===== src/rtl/altmode_pkg.sv =====
package altmode_pkg;
    typedef struct packed {
        logic usb_en;
        logic dp0_en;
        logic dp1_en;
        logic swap;
        logic p_sbu1;
        logic p_sbu2;
        logic n_sbu1;
        logic n_sbu2;
        logic sd;
    } ctl_out_t;

    localparam ctl_out_t CTL_RESET = '{usb_en: 1'b0, dp0_en: 1'b0, dp1_en: 1'b0,
                                       swap: 1'b0, p_sbu1: 1'b0, p_sbu2: 1'b0,
                                       n_sbu1: 1'b0, n_sbu2: 1'b0, sd: 1'b1};
endpackage


===== src/rtl/alt_sync.sv =====
module alt_sync #(
    parameter int W = 1
) (
    input  logic         clk,
    input  logic         rst_n,
    input  logic [W-1:0] d,
    output logic [W-1:0] q
);
    typedef struct packed {
        logic [W-1:0] s1;
        logic [W-1:0] s2;
    } sync_t;

    sync_t st_d, st_q;

    always_comb begin
        st_d.s1 = d;
        st_d.s2 = st_q.s1;
    end

    always_ff @(posedge clk or negedge rst_n) begin
        if (!rst_n) st_q <= '0;
        else        st_q <= st_d;
    end

    for (genvar i = 0; i < W; i++) begin : g_bit
        assign q[i] = st_q.s2[i];
    end
endmodule


===== src/rtl/alt_fall_filter.sv =====
module alt_fall_filter #(
    parameter int DEB_TICKS = 3
) (
    input  logic clk,
    input  logic rst_n,
    input  logic tick,
    input  logic sig,
    output logic filt
);
    localparam int CW = $clog2(DEB_TICKS + 1);
    localparam logic [CW-1:0] LAST = CW'(DEB_TICKS - 1);

    typedef struct packed {
        logic          lvl;
        logic [CW-1:0] cnt;
    } flt_t;

    flt_t st_d, st_q;

    always_comb begin
        st_d = st_q;
        if (sig) begin
            st_d.lvl = 1'b1;
            st_d.cnt = '0;
        end else if (!st_q.lvl) begin
            st_d.cnt = '0;
        end else if (tick) begin
            if (st_q.cnt == LAST) begin
                st_d.lvl = 1'b0;
                st_d.cnt = '0;
            end else begin
                st_d.cnt = st_q.cnt + 1'b1;
            end
        end
    end

    always_ff @(posedge clk or negedge rst_n) begin
        if (!rst_n) st_q <= '0;
        else        st_q <= st_d;
    end

    assign filt = st_q.lvl;

    // rising input passes without waiting for a tick
    a_r6_rise_fast: assert property (@(posedge clk) disable iff (!rst_n)
        sig |=> st_q.lvl);
    // a fall of the filtered level needs a tick while the input is low
    a_r6_fall_on_tick: assert property (@(posedge clk) disable iff (!rst_n)
        $fell(st_q.lvl) |-> $past(tick && !sig));
    // counter never passes its threshold
    a_r6_cnt_range: assert property (@(posedge clk) disable iff (!rst_n)
        st_q.cnt <= LAST);
endmodule


===== src/rtl/altmode_lane_ctrl.sv =====
module altmode_lane_ctrl
    import altmode_pkg::*;
#(
    parameter int DEB_TICKS = 3
) (
    input  logic       clk,
    input  logic       rst_n,
    input  logic       tick_1ms,
    input  logic       mode_p0,
    input  logic       mode_p1,
    input  logic       orient,
    input  logic       hot_plug,
    input  logic       snoop_off,
    input  logic [1:0] link_width,
    output logic       usb_path_en,
    output logic       dp_pair0_en,
    output logic       dp_pair1_en,
    output logic       lane_swap,
    output logic       auxp_sbu1,
    output logic       auxp_sbu2,
    output logic       auxn_sbu1,
    output logic       auxn_sbu2,
    output logic       shutdown
);
    localparam int NSYNC = 7;
    localparam int NFILT = 2;

    logic [NSYNC-1:0] raw_s;
    logic [NSYNC-1:0] syn_s;
    logic [NFILT-1:0] flt_in;
    logic [NFILT-1:0] flt_out;

    assign raw_s = {link_width, snoop_off, hot_plug, orient, mode_p1, mode_p0};

    alt_sync #(.W(NSYNC)) u_sync (
        .clk(clk), .rst_n(rst_n), .d(raw_s), .q(syn_s)
    );

    logic       m0_s, fl_s, sdis_s;
    logic [1:0] wid_s;
    assign m0_s   = syn_s[0];
    assign fl_s   = syn_s[2];
    assign sdis_s = syn_s[4];
    assign wid_s  = syn_s[6:5];
    assign flt_in = {syn_s[3], syn_s[1]};

    for (genvar i = 0; i < NFILT; i++) begin : g_flt
        alt_fall_filter #(.DEB_TICKS(DEB_TICKS)) u_flt (
            .clk(clk), .rst_n(rst_n), .tick(tick_1ms),
            .sig(flt_in[i]), .filt(flt_out[i])
        );
    end

    logic m1_f, hp_f;
    assign m1_f = flt_out[0];
    assign hp_f = flt_out[1];

    ctl_out_t out_d, out_q;
    logic     allow0, allow1, aux_on;

    always_comb begin
        allow0 = sdis_s || (wid_s != 2'b00);
        allow1 = sdis_s || wid_s[1];
        aux_on = m1_f;
        out_d.usb_en = m0_s;
        out_d.dp0_en = m1_f && hp_f && allow0;
        out_d.dp1_en = m1_f && !m0_s && hp_f && allow1;
        out_d.swap   = fl_s;
        out_d.p_sbu1 = aux_on && !fl_s;
        out_d.n_sbu2 = aux_on && !fl_s;
        out_d.p_sbu2 = aux_on && fl_s;
        out_d.n_sbu1 = aux_on && fl_s;
        out_d.sd     = !m0_s && !m1_f;
    end

    always_ff @(posedge clk or negedge rst_n) begin
        if (!rst_n) out_q <= CTL_RESET;
        else        out_q <= out_d;
    end

    assign usb_path_en = out_q.usb_en;
    assign dp_pair0_en = out_q.dp0_en;
    assign dp_pair1_en = out_q.dp1_en;
    assign lane_swap   = out_q.swap;
    assign auxp_sbu1   = out_q.p_sbu1;
    assign auxp_sbu2   = out_q.p_sbu2;
    assign auxn_sbu1   = out_q.n_sbu1;
    assign auxn_sbu2   = out_q.n_sbu2;
    assign shutdown    = out_q.sd;

    // shutdown keeps every path and switch open
    a_r4_shutdown_quiet: assert property (@(posedge clk) disable iff (!rst_n)
        out_q.sd |-> !(out_q.usb_en || out_q.dp0_en || out_q.dp1_en ||
                       out_q.p_sbu1 || out_q.p_sbu2 || out_q.n_sbu1 || out_q.n_sbu2));
    // upper lane pair never shares the connector with USB
    a_r3_four_lane_no_usb: assert property (@(posedge clk) disable iff (!rst_n)
        out_q.dp1_en |-> (!out_q.usb_en && out_q.dp0_en));
    // any active lane implies a closed AUX switch
    a_r5_lanes_need_aux: assert property (@(posedge clk) disable iff (!rst_n)
        (out_q.dp0_en || out_q.dp1_en) |-> (out_q.p_sbu1 || out_q.p_sbu2));
    // crossover follows orientation, one SBU per AUX wire
    a_r7_cross: assert property (@(posedge clk) disable iff (!rst_n)
        (out_q.p_sbu1 || out_q.p_sbu2) |->
            (out_q.p_sbu2 == out_q.swap && out_q.n_sbu1 == out_q.p_sbu2 &&
             out_q.n_sbu2 == out_q.p_sbu1 && out_q.p_sbu1 != out_q.p_sbu2));
    // pair 0 drops only for a cause seen the cycle before
    a_r9_dp0_no_glitch: assert property (@(posedge clk) disable iff (!rst_n)
        $fell(out_q.dp0_en) |-> $past(!m1_f || !hp_f || !(sdis_s || wid_s != 2'b00)));
    // USB path drops only when its pin went low
    a_r9_usb_no_glitch: assert property (@(posedge clk) disable iff (!rst_n)
        $fell(out_q.usb_en) |-> $past(!m0_s));
endmodule


===== config.mk =====
export PLATFORM = sky130hd
export DESIGN_NAME = altmode_lane_ctrl
export DESIGN_NICKNAME = d
export VERILOG_FILES = /design/src/rtl/altmode_pkg.sv /design/src/rtl/alt_sync.sv /design/src/rtl/alt_fall_filter.sv /design/src/rtl/altmode_lane_ctrl.sv
export SDC_FILE = /design/constraint.sdc
export NUM_CORES = 1
export LEC_CHECK = 0
export BUFFER_PORTS_ARGS = -buffer_cell sky130_fd_sc_hd__buf_4
export CORE_ASPECT_RATIO = 0.6
export CORE_MARGIN = 2
export CORE_UTILIZATION = 35
export DETAILED_ROUTE_END_ITERATION = 10
export PLACE_DENSITY = 0.62
export SYNTH_ARGS = -nofsm -noshare
export SYNTH_HDL_FRONTEND = slang
export SYNTH_SLANG_ARGS = --single-unit
export TNS_END_PERCENT = 1

===== constraint.sdc =====
create_clock -name clk -period 2.5 [get_ports clk]
set_input_delay 0.5 -clock clk [delete_from_list [all_inputs] [get_ports clk]]
set_output_delay 0.5 -clock clk [all_outputs]
set_load 0.05 [all_outputs]

==> results of run 1 <==
==> through the flow <==
stage	total power (uW)	std cells	instance area [sq um]	setup WS [ns]
after floorplan	527	54	857	1.11
after global placement	559	99	1010	1.32
after detailed placement	561	99	1010	1.25
after CTS	794	103	1050	1.02
after global routing	826	103	1050	1.01
final	779	103	1050	1.04
==> area by class of cell <==
cell class	instances	area share
clock buffers	4	0.0428
flip-flops and latches	27	0.643
repair buffers	18	0.128
well taps	30	0.0357
multi-input cells	24	0.150
==> layout by cell type, fill, tap and decap left out <==
| cell type | count |
|---|---|
| a21o_1 | 2 |
| a21oi_1 | 4 |
| and2_1 | 1 |
| buf_4 | 18 |
| clkbuf_1 | 1 |
| clkbuf_8 | 3 |
| dfrtp_1 | 26 |
| dfstp_2 | 1 |
| nand2b_1 | 6 |
| nand3b_1 | 4 |
| nor2_1 | 2 |
| nor2b_1 | 1 |
| o211ai_1 | 1 |
| o311a_1 | 1 |
| or3b_1 | 2 |
==> per-layer routing <==
metal,global-route usage,up-vias
met1,0.112,205
li1,-,215
met3,0.0565,0
met5,0,-
met4,0.0120,0
met2,0.161,16
==> report_power, final <==
| part | switching [uW] | internal, uW | total (uW) |
|---|---|---|---|
| Sequential | 11.4 | 459 | 471 |
| Clock | 114 | 114 | 228 |
| Combinational | 50.2 | 30.0 | 80.2 |
| Total | 176 | 603 | 779 |
==> kinds of logic (layout without fill, tap and decap cells) <==
| family | count (synthesis) | in the layout | synth area share |
|---|---|---|---|
| DFF | 27 | 27 | 0.790 |
| and+or+nand+nor | 16 | 16 | 0.123 |
| AOI/OAI and AO/OA | 8 | 8 | 0.0613 |
| buffers and inverters | 3 | 22 | 0.0263 |
==> worst min path at each step <==
stage,endpoint,slack (ns),cells after the start
6_report,auxn_sbu1$_DFF_PN0_,0.13,1
5_1_grt,dp_pair1_en$_DFF_PN0_,0.14,1
4_1_cts,g_flt[1].u_flt.filt$_DFF_PN0_,0.14,1
3_5_place_dp,u_sync.q[4]$_DFF_PN0_,0.33,0
3_3_place_gp,u_sync.q[6]$_DFF_PN0_,0.33,0
2_1_floorplan,auxn_sbu1$_DFF_PN0_,0.20,0
==> state kept, by name, summed over array words and instances (netlist names) <==
name              count
dp_pair0_en           1
shutdown              1
u_sync.q              7
g_flt.u_flt.filt      2
u_sync.st_d           7
dp_pair1_en           1
auxp_sbu1             1
g_flt.u_flt.st_q      4
auxn_sbu1             1
usb_path_en           1
lane_swap             1
==> impl_summary.txt, run 1 <==
----------------------------------------------------
[Placed design]
  Buffers on Ports ... 18
  RePlAce Congestion ... around 0.73
  Detailed-placement wirelength estimate ... around 800 um

[STA]
  Setup repair after global routing missed its margin ... no
  Tmin final ... 1.46 ns
  Hold violation total from the final report ... 0
  Final setup violation count ... 0
  Tightest slew margin relative to the limit ... 0.782
  Fin Setup TNS ... 0 ns
  Transition time of the tightest slew-check pin ... 0.326 ns
  Max Freq ... 0.684 GHz
  Fraction of the cycle the final worst path needs ... 0.585
  Number of pins with negative max-slew slack in the final report ... 0
  Worst Clk Skew ... between 0.001 and 0.0015 ns
  Final hold slack ... 0.134 ns

[Clock network]
  Post-CTS Setup Bufs ... 0
  Number of buffers on the longest clock path ... 2
  Worst-skew pair later-pin latency ... 0.26 ns
  H-tree depth ... 1
  Gates resized, CTS repair ... 0
  Hold buffer count at CTS ... 0
  Clock slew seen by the registers of the worst setup and hold paths ... roughly 0.08 ns
  Clock tree from TritonCTS ... yes
  Num CTS Buffers ... 3
  Clock root buffer master ... clkbuf_8
  Sink count of the clock tree ... 27

[Finish]
  Net count, final ... between 80 and 90
  Flip-flop and latch area ... a little under 700 sq um
  Multi-input logic area ... between 150 and 200 sq um
  Signed area change from the synthesized netlist to the final layout ... 22.8%
  Number of antenna repair diodes ... 0
  Final standard cell utilization of the core ... 0.469
  Fill cell instance count of the final layout ... about 220
  Share of final-layout standard cells stronger than drive strength 1 ... 0.301

[Route]
  Top routing layer in use ... met3
  DRT Pass-1 Iters ... 4
  Via density per instance ... around 4.2
  Met1 layer wirelength in the final routing ... 504 um
  Remaining routing DRC violations ... 0
  Final ANT Viol Nets ... 0
  Number of design-rule violations left by the first detailed-router iteration ... 11
  Detailed route wirelength on metal2 ... 529 um
  Number of vias after detailed routing ... 436
  Post-detailed-route wirelength per cell ... 11.0 um
  Final WL ... 1130 um
  Sum of met3 wire segment lengths after detailed routing ... a little under 100 um

[GRT]
  Antenna violations before repair ... 0
  Largest net degree at the start of global routing ... 28
  Gr ovfl total ... 0
  First-pass GRT wire length ... roughly 2000 um
  Number of global-route vias before repair ... 452
  GR Util All Layers ... 0.0971

[Critical path]
  Category of the critical setup timing path ... flop to output port
  Worst endpoint data arrival time ... between 0.9 and 1 ns
  Required time of the worst setup path ... roughly 2.0 ns
  Delay contributed by the slowest stage of the critical path ... around 0.52 ns
  Sort of element at the end of the critical path ... output port
  Max FO, Critical Path ... 1
  Crit path launch ... shutdown$_DFF_PN1_
  R2R Path Start ... g_flt[0].u_flt.st_q[1]$_DFFE_PN0P_
  Top delay family on crit path ... flip-flops
  Critical Path Source Type ... flop
  List of cells traversed by the critical path ... buf_4
  Critical path depth ... 1
  Critical path's slowest cell ... dfstp_2
  Worst setup slack for register-to-register paths ... between 1 and 1.5 ns
  Endpoint of the worst-slack reg-to-reg timing path ... g_flt[0].u_flt.st_q[0]$_DFFE_PN0P_
  Number of cell instances on the worst register-to-register path ... 2
  Worst setup endpoint ... shutdown
  Count of buffer and inverter cells on the critical path ... 1

[Floorplan]
  Die W ... between 60 and 70 um
  Die outline area ... 2870 sq um
  Height of the chip ... about 42 um
  Rows ... 13
  Ports placed on the boundary ... 19
  Core outline area ... approximately 2200 sq um
  Initial core utilization ... 0.382

[Pwr]
  Total power per unit cell area ... about 740 nW/um^2
  Leakage Power ... approximately 0.00047 uW
  Worst IR drop on VDD ... about 0.51 mV

[Logic synthesis]
  Cells after synthesis ... 54
  Post-synthesis cell type with the largest combined area ... dfrtp_1
  Cell area after technology mapping ... ~860 sq um
  Synth Area per Inst ... around 16 sq um
  Yosys synthesis warning count ... 0
  Most numerous cell in the Yosys netlist ... dfrtp_1
  Area share of the largest cell type after synthesis ... 0.759
  List of most frequent post-synthesis cells ... dfrtp_1, nand2b_1, a21oi_1, nand3b_1, buf_4
  Synth unique cells ... 13
  Share of flip-flops with an asynchronous set or reset after synthesis ... 1.00
  Leading register cell type out of synthesis ... dfrtp_1
  Top cells by area in the synthesized netlist ... dfrtp_1, nand2b_1, nand3b_1, dfstp_2, buf_4
  Post-synth net total ... 64
  Flop and latch count out of synthesis ... 27
  Sequential-to-total area share from yosys stat ... 0.790
  Number of flops mapped to enable cells by yosys ... 0

[Hold path]
  Tightest Hold Check Type ... input pin to async pin

[Flow run]
  MaxCap Viol Count ... 0

[Run status]
  Result of the run ... finished clean

----------------------------------------------------
Note: power is estimated with default switching activity, not from simulation.
==> inputs of run 2 (changes only) <==
==> constraint.sdc (replaced) <==
create_clock -name clk -period 1.4 [get_ports clk]
set_input_delay 0.28 -clock clk [delete_from_list [all_inputs] [get_ports clk]]
set_output_delay 0.28 -clock clk [all_outputs]
set_load 0.05 [all_outputs]
==> run 2 against run 1 <==
Net effect:
- global-route usage down 0.47 points
- clock skew is 0.0031 ns higher
- worst hold slack got worse by 0.022 ns
- clock-buffer cell count is 1 lower
- register-to-register slack got worse by 1.1 ns
- combinational power is 81% higher
- sequential share of layout area decreased by 0.83 points
- largest power group unchanged
==> impl_summary.txt, run 2 (same netlist as run 1, synthesis figures left out) <==
----------------------------------------------------
[Run status]
  Result of the run ... finished clean (unchanged)

[Critical path]
  Critical path's slowest cell ... dfstp_2 (unchanged)
  Worst setup slack for register-to-register paths ... 0.40 ns (was 1.48 ns)
  Required time of the worst setup path ... 1.12 ns (was 2.00 ns)
  Category of the critical setup timing path ... flop to output port (unchanged)
  Max FO, Critical Path ... 1 (unchanged)
  Crit path launch ... shutdown$_DFF_PN1_ (unchanged)
  Worst endpoint data arrival time ... 0.98 ns (was 0.96 ns)
  Top delay family on crit path ... flip-flops (unchanged)
  List of cells traversed by the critical path ... buf_4 (unchanged)
  Sort of element at the end of the critical path ... output port (unchanged)
  Count of buffer and inverter cells on the critical path ... 1 (unchanged)
  R2R Path Start ... g_flt[1].u_flt.st_q[1]$_DFFE_PN0P_ (was g_flt[0].u_flt.st_q[1]$_DFFE_PN0P_)
  Delay contributed by the slowest stage of the critical path ... 0.53 ns (was 0.52 ns)
  Critical Path Source Type ... flop (unchanged)

[Flow run]
  MaxCap Viol Count ... 0 (unchanged)

[GRT]
  GR Util All Layers ... 0.0925 (was 0.0971)
  Number of global-route vias before repair ... 447 (was 452)
  Gr ovfl total ... 0 (unchanged)
  Largest net degree at the start of global routing ... 28 (unchanged)
  First-pass GRT wire length ... 1900 um (was 1990 um)
  Antenna violations before repair ... 0 (unchanged)

[STA]
  Worst Clk Skew ... 0.00453 ns (was 0.00140 ns)
  Transition time of the tightest slew-check pin ... 0.333 ns (was 0.326 ns)
  Final setup violation count ... 0 (unchanged)
  Number of pins with negative max-slew slack in the final report ... 0 (unchanged)
  Setup repair after global routing missed its margin ... no (unchanged)
  Fin Setup TNS ... 0 ns (unchanged)
  Hold violation total from the final report ... 0 (unchanged)
  Max Freq ... about 0.80 GHz
  Fraction of the cycle the final worst path needs ... 0.896
  Tmin final ... between 1 and 1.5 ns
  Tightest slew margin relative to the limit ... 0.778 (was 0.782)

[Floorplan]
  Ports placed on the boundary ... 19 (unchanged)
  Core outline area ... 2240 sq um (unchanged)
  Rows ... 13 (unchanged)
  Die outline area ... 2870 sq um (unchanged)
  Die W ... 67.9 um (unchanged)
  Height of the chip ... 42.3 um (unchanged)
  Initial core utilization ... 0.382 (unchanged)

[Finish]
  Flip-flop and latch area ... 677 sq um (unchanged)
  Share of final-layout standard cells stronger than drive strength 1 ... 0.311 (was 0.301)
  Signed area change from the synthesized netlist to the final layout ... 24.4% (was 22.8%)
  Net count, final ... 85 (was 84)
  Number of antenna repair diodes ... 0 (unchanged)
  Commonest cells after routing, fill and taps aside ... dfrtp_1, buf_4, nand2b_1 (unchanged)
  Final design instance area without fill ... 1070 sq um (was 1050 sq um)
  Fill cell instance count of the final layout ... 202 (was 215)
  Most common library cell in the layout ignoring fill and taps ... dfrtp_1 (unchanged)
  Multi-input logic area ... 158 sq um (unchanged)

[Clock network]
  Worst-skew pair later-pin latency ... 0.27 ns (was 0.26 ns)
  Clock root buffer master ... clkbuf_8 (unchanged)
  Clock slew seen by the registers of the worst setup and hold paths ... 0.09 ns (was 0.08 ns)
  Num CTS Buffers ... 3 (unchanged)
  H-tree depth ... 1 (unchanged)
  Number of buffers on the longest clock path ... 2 (unchanged)
  Sink count of the clock tree ... 27 (unchanged)
  Clock tree from TritonCTS ... yes (unchanged)

[Route]
  Remaining routing DRC violations ... 0 (unchanged)
  Via density per instance ... 4.43 (was 4.23)
  Post-detailed-route wirelength per cell ... 10.9 um (was 11.0 um)
  Number of design-rule violations left by the first detailed-router iteration ... 22 (was 11)
  Number of vias after detailed routing ... 461 (was 436)
  Final ANT Viol Nets ... 0 (unchanged)
  DRT Pass-1 Iters ... 4 (unchanged)
  Final WL ... 1140 um (was 1130 um)

[Pwr]
  Worst IR drop on VDD ... 0.752 mV (was 0.511 mV)
  Share of power burned in combinational logic ... 0.103 (about the same)
  Internal cell power ... 1080 uW (was 603 uW)
  Total power per unit cell area ... 1320 nW/um^2 (was 740 nW/um^2)
  Net Sw Frac ... 0.238 (was 0.226)
  Register share of total power ... 0.595 (was 0.604)
  Switching power of the nets ... 335 uW (was 176 uW)
  Leakage Power ... 0.000475 uW (was 0.000472 uW)
  Clk network pwr share ... 0.302 (was 0.293)

[Hold path]
  Tightest Hold Check Type ... input pin to flop (was input pin to async pin)
  Hold path startpoint ... hot_plug

[Placed design]
  RePlAce Congestion ... 0.646 (was 0.733)
  Placed Area ... 1010 sq um (unchanged)
  Buffers on Ports ... 18 (unchanged)
  Detailed-placement wirelength estimate ... 788 um (was 820 um)

----------------------------------------------------
[run 2: area by class of cell]
| class | instances | share of cell area |
|---|---|---|
| multi-input combinational | 24 | 0.148 |
| clock buffer | 3 | 0.0387 |
| clock inverter | 1 | 0.00704 |
| tap | 30 | 0.0352 |
| sequential | 27 | 0.635 |
| timing repair buffer | 19 | 0.136 |
[run 2: metrics by stage]
stage / utilization / power, uW / hold WS, ns / setup slack (ns) / cells
4_1_cts: 0.475 / 1440 / 0.103 / 0.132 / 104
3_5_place_dp: 0.449 / 1000 / 0.209 / 0.402 / 99
6_report: 0.475 / 1410 / 0.112 / 0.145 / 104
5_1_grt: 0.475 / 1480 / 0.0950 / 0.115 / 104
2_1_floorplan: - / 941 / -0.0156 / 0.234 / 54
3_3_place_gp: 0.449 / 997 / 0.203 / 0.444 / 99
[run 2: power by group through the flow]
stage	logic [uW]	registers, uW	clock network [uW]
after detailed placement	146	856	0
after global placement	143	854	0
after global routing	155	846	481
after CTS	148	841	450
final	145	840	427
after floorplan	48.2	893	0
[run 2: path summary, 6_finish.rpt]
path,end,depth (start not counted)
max in group asynchronous,shutdown$_DFF_PN1_,2
min reg2reg,u_sync.q[0]$_DFF_PN0_,0
max reg2reg,g_flt[1].u_flt.st_q[0]$_DFFE_PN0P_,2
min in group asynchronous,g_flt[1].u_flt.st_q[1]$_DFFE_PN0P_,2
min,u_sync.st_d[3]$_DFF_PN0_,1
max,shutdown,1
[run 2: worst register-to-register path, delay by kind of cell (launching register included)]
family	cells	cell delay [ns]
AO/OA/AOI/OAI	1	0.15
flip-flops	1	0.41
AND/OR/NAND/NOR	1	0.37
[run 2: routing by layer]
| metal | wire length (um) | part of all wire | GRT usage |
|---|---|---|---|
| met1 | 475 | 0.42 | 0.107 |
| met2 | 560 | 0.49 | 0.151 |
| met3 | 88 | 0.077 | 0.0565 |
| met4 | 12 | 0.011 | 0.0120 |
| met5 | 0 | 0 | 0 |
[run 2: what timing repair did]
item                                   in CTS  in global routing
buffers inserted                            0                  0
hold buffers                                1                  0
endpoints found under the hold margin      26                  0
gates resized for setup                     0                  0
==> inputs of run 3 (changes only) <==
--- a/config.mk
+++ b/config.mk
@@ -5,12 +5,12 @@
 export SDC_FILE = /design/constraint.sdc
 export NUM_CORES = 1
 export LEC_CHECK = 0
-export BUFFER_PORTS_ARGS = -buffer_cell sky130_fd_sc_hd__buf_4
 export CORE_ASPECT_RATIO = 0.6
 export CORE_MARGIN = 2
 export CORE_UTILIZATION = 35
 export DETAILED_ROUTE_END_ITERATION = 10
-export PLACE_DENSITY = 0.62
+export DONT_BUFFER_PORTS = 1
+export PLACE_DENSITY = 0.57
 export SYNTH_ARGS = -nofsm -noshare
 export SYNTH_HDL_FRONTEND = slang
 export SYNTH_SLANG_ARGS = --single-unit
==> constraint.sdc (replaced) <==
create_clock -name clk -period 1.11 [get_ports clk]
set_input_delay 0.222 -clock clk [delete_from_list [all_inputs] [get_ports clk]]
set_output_delay 0.222 -clock clk [all_outputs]
set_load 0.05 [all_outputs]
==> run 3 against run 2 <==
Net effect:
- the run now ends with setup timing left
- critical path depth is 1 lower
- largest cell class unchanged
- global-route usage is 0.54 points higher
- worst hold slack worse by 0.0026 ns
- largest power group unchanged
- flip-flop and latch count stayed put
- register-to-register slack worse by 0.28 ns
- setup slack worse by 0.22 ns
- critical path type unchanged
- highest routed layer is now met3
- clock power is 26% higher
==> impl_summary.txt, run 3 (same netlist as run 1, synthesis figures left out) <==
----------------------------------------------------
[Placed design]
  Buffers on Ports ... 0 (was 18)
  RePlAce Congestion ... 0.669 (was 0.646)
  Worst setup slack before clock tree synthesis ... 0.137 ns (was 0.402 ns)
  Placed Area ... 912 sq um (was 1010 sq um)
  Detailed-placement wirelength estimate ... 706 um (was 788 um)

[Critical path]
  Critical Path Source Type ... flop (unchanged)
  Sort of element at the end of the critical path ... output port (unchanged)
  Required time of the worst setup path ... 0.89 ns (was 1.12 ns)
  Max FO, Critical Path ... 1 (unchanged)
  Endpoint of the worst-slack reg-to-reg timing path ... g_flt[1].u_flt.st_q[0]$_DFFE_PN0P_ (unchanged)
  Critical path depth ... 0 (was 1)
  Crit path launch ... shutdown$_DFF_PN1_ (unchanged)
  Worst endpoint data arrival time ... 0.96 ns (was 0.98 ns)
  Worst setup endpoint ... shutdown (unchanged)
  Number of cell instances on the worst register-to-register path ... 2 (unchanged)
  Category of the critical setup timing path ... flop to output port (unchanged)
  R2R Path Start ... g_flt[1].u_flt.st_q[1]$_DFFE_PN0P_ (unchanged)
  Worst setup slack for register-to-register paths ... 0.12 ns (was 0.40 ns)

[Floorplan]
  Die outline area ... 2870 sq um (unchanged)
  Core outline area ... 2240 sq um (unchanged)
  Die W ... 67.9 um (unchanged)
  Height of the chip ... 42.3 um (unchanged)
  Initial core utilization ... 0.382 (unchanged)
  Rows ... 13 (unchanged)
  Ports placed on the boundary ... 19 (unchanged)

[Route]
  Final ANT Viol Nets ... 0 (unchanged)
  Via density per instance ... 4.38 (was 4.43)
  Final WL ... 1060 um (was 1140 um)
  Number of vias after detailed routing ... 420 (was 461)
  Post-detailed-route wirelength per cell ... 11.1 um (was 10.9 um)
  DRT Pass-1 Iters ... 3 (was 4)
  Number of design-rule violations left by the first detailed-router iteration ... 29 (was 22)
  Remaining routing DRC violations ... 0 (unchanged)

[STA]
  Tightest slew margin relative to the limit ... 0.830 (was 0.778)
  Final WS setup ... -0.0734 ns (was 0.145 ns)
  Final setup violation count ... 1 (was 0)
  Setup repair after global routing missed its margin ... yes (was no)
  Worst Clk Skew ... 0.00677 ns (was 0.00453 ns)
  Fin Setup TNS ... -0.0734 ns (was 0 ns)
  Tmin final ... between 1 and 1.5 ns
  Transition time of the tightest slew-check pin ... 0.256 ns (was 0.333 ns)
  Number of pins with negative max-slew slack in the final report ... 0 (unchanged)
  Hold violation total from the final report ... 0 (unchanged)
  Max Freq ... around 0.85 GHz
  Fraction of the cycle the final worst path needs ... 1.07

[Pwr]
  Leakage Power ... 0.000441 uW (was 0.000475 uW)
  Total Power Consumption ... 1780 uW (was 1410 uW)
  Total power per unit cell area ... 1670 nW/um^2 (was 1320 nW/um^2)
  Worst IR drop on VDD ... 1.02 mV (was 0.752 mV)

[Clock network]
  Sink count of the clock tree ... 27 (unchanged)
  Clock slew seen by the registers of the worst setup and hold paths ... 0.09 ns (about the same)
  Worst-skew pair later-pin latency ... 0.27 ns (about the same)
  Number of buffers on the longest clock path ... 2 (unchanged)
  H-tree depth ... 1 (unchanged)
  Num CTS Buffers ... 3 (unchanged)
  Post-CTS Setup Bufs ... 0 (unchanged)
  Clock root buffer master ... clkbuf_8 (unchanged)
  Clock tree from TritonCTS ... yes (unchanged)

[GRT]
  First-pass GRT wire length ... 1940 um (was 1900 um)
  Antenna violations before repair ... 0 (unchanged)
  Number of global-route vias before repair ... 424 (was 447)
  Largest net degree at the start of global routing ... 28 (unchanged)
  Gr ovfl total ... 0 (unchanged)
  GR Util All Layers ... 0.0979 (was 0.0925)

[Finish]
  Most common library cell in the layout ignoring fill and taps ... dfrtp_1 (unchanged)
  Final standard cell utilization of the core ... 0.475 (unchanged)
  Final design instance area without fill ... 1070 sq um (unchanged)
  Signed area change from the synthesized netlist to the final layout ... 24.4% (unchanged)
  Commonest cells after routing, fill and taps aside ... dfrtp_1, dlygate4sd3_1, nand2b_1 (was dfrtp_1, buf_4, nand2b_1)
  Share of final-layout standard cells stronger than drive strength 1 ... 0.182 (was 0.311)
  Net count, final ... 77 (was 85)
  Number of antenna repair diodes ... 0 (unchanged)

[Hold path]
  Tightest Hold Check Type ... input pin to flop (unchanged)

[Run status]
  Violated checks ... setup timing
  Result of the run ... finished, violations left (was finished clean)

[Flow run]
  MaxCap Viol Count ... 0 (unchanged)

----------------------------------------------------
==> run 3: per-layer routing <==
metal  routed length, um  GRT usage  part of all wire  vias to the layer above
li1                    -          -                 -                      202
met3                  95     0.0565             0.090                        0
met5                   0          0                 0                        -
met4                   0     0.0480                 0                        0
met1                 485      0.120              0.46                      204
met2                 480      0.137              0.45                       14
==> run 3: cell type report <==
type                    count  area, sq um
fillers                   202         1180
flip-flops and latches     27          682
well taps                  30         37.5
clock buffers               3         41.3
repair buffers             11          140
multi-input cells          24          158
clock inverters             1         7.51
==> run 3: how the worst min path moves through the flow <==
| stage | slack, ns | end | cells after the start | from |
|---|---|---|---|---|
| floorplan | -0.07 | auxn_sbu1$_DFF_PN0_ | 0 | rst_n |
| global placement | -0.07 | lane_swap$_DFF_PN0_ | 0 | rst_n |
| detailed placement | -0.07 | lane_swap$_DFF_PN0_ | 0 | rst_n |
| CTS | 0.10 | g_flt[0].u_flt.st_q[1]$_DFFE_PN0P_ | 2 | tick_1ms |
| global route | 0.09 | g_flt[0].u_flt.st_q[1]$_DFFE_PN0P_ | 2 | tick_1ms |
| finish | 0.11 | g_flt[0].u_flt.st_q[1]$_DFFE_PN0P_ | 2 | tick_1ms |
==> run 3: stage by stage <==
step / std cells / hold slack [ns]
5_1_grt: 96 / 0.0949
3_3_place_gp: 83 / -0.0730
2_1_floorplan: 54 / -0.0736
4_1_cts: 96 / 0.100
3_5_place_dp: 83 / -0.0730
6_report: 96 / 0.109
==> run 3: what timing repair did <==
item | in CTS | in global routing
gates resized for setup | 4 | 0
hold buffers | 9 | 0
gates cloned | 0 | 0
endpoints found under the hold margin | 34 | 0
endpoints found under the setup margin | 5 | 1
==> run 3: power by group <==
group / internal [uW] / leakage (uW) / switching, uW
clock: 254 / 0.0000217 / 286
sequential: 1040 / 0.000310 / 63.3
combinational: 66.6 / 0.000110 / 69.8
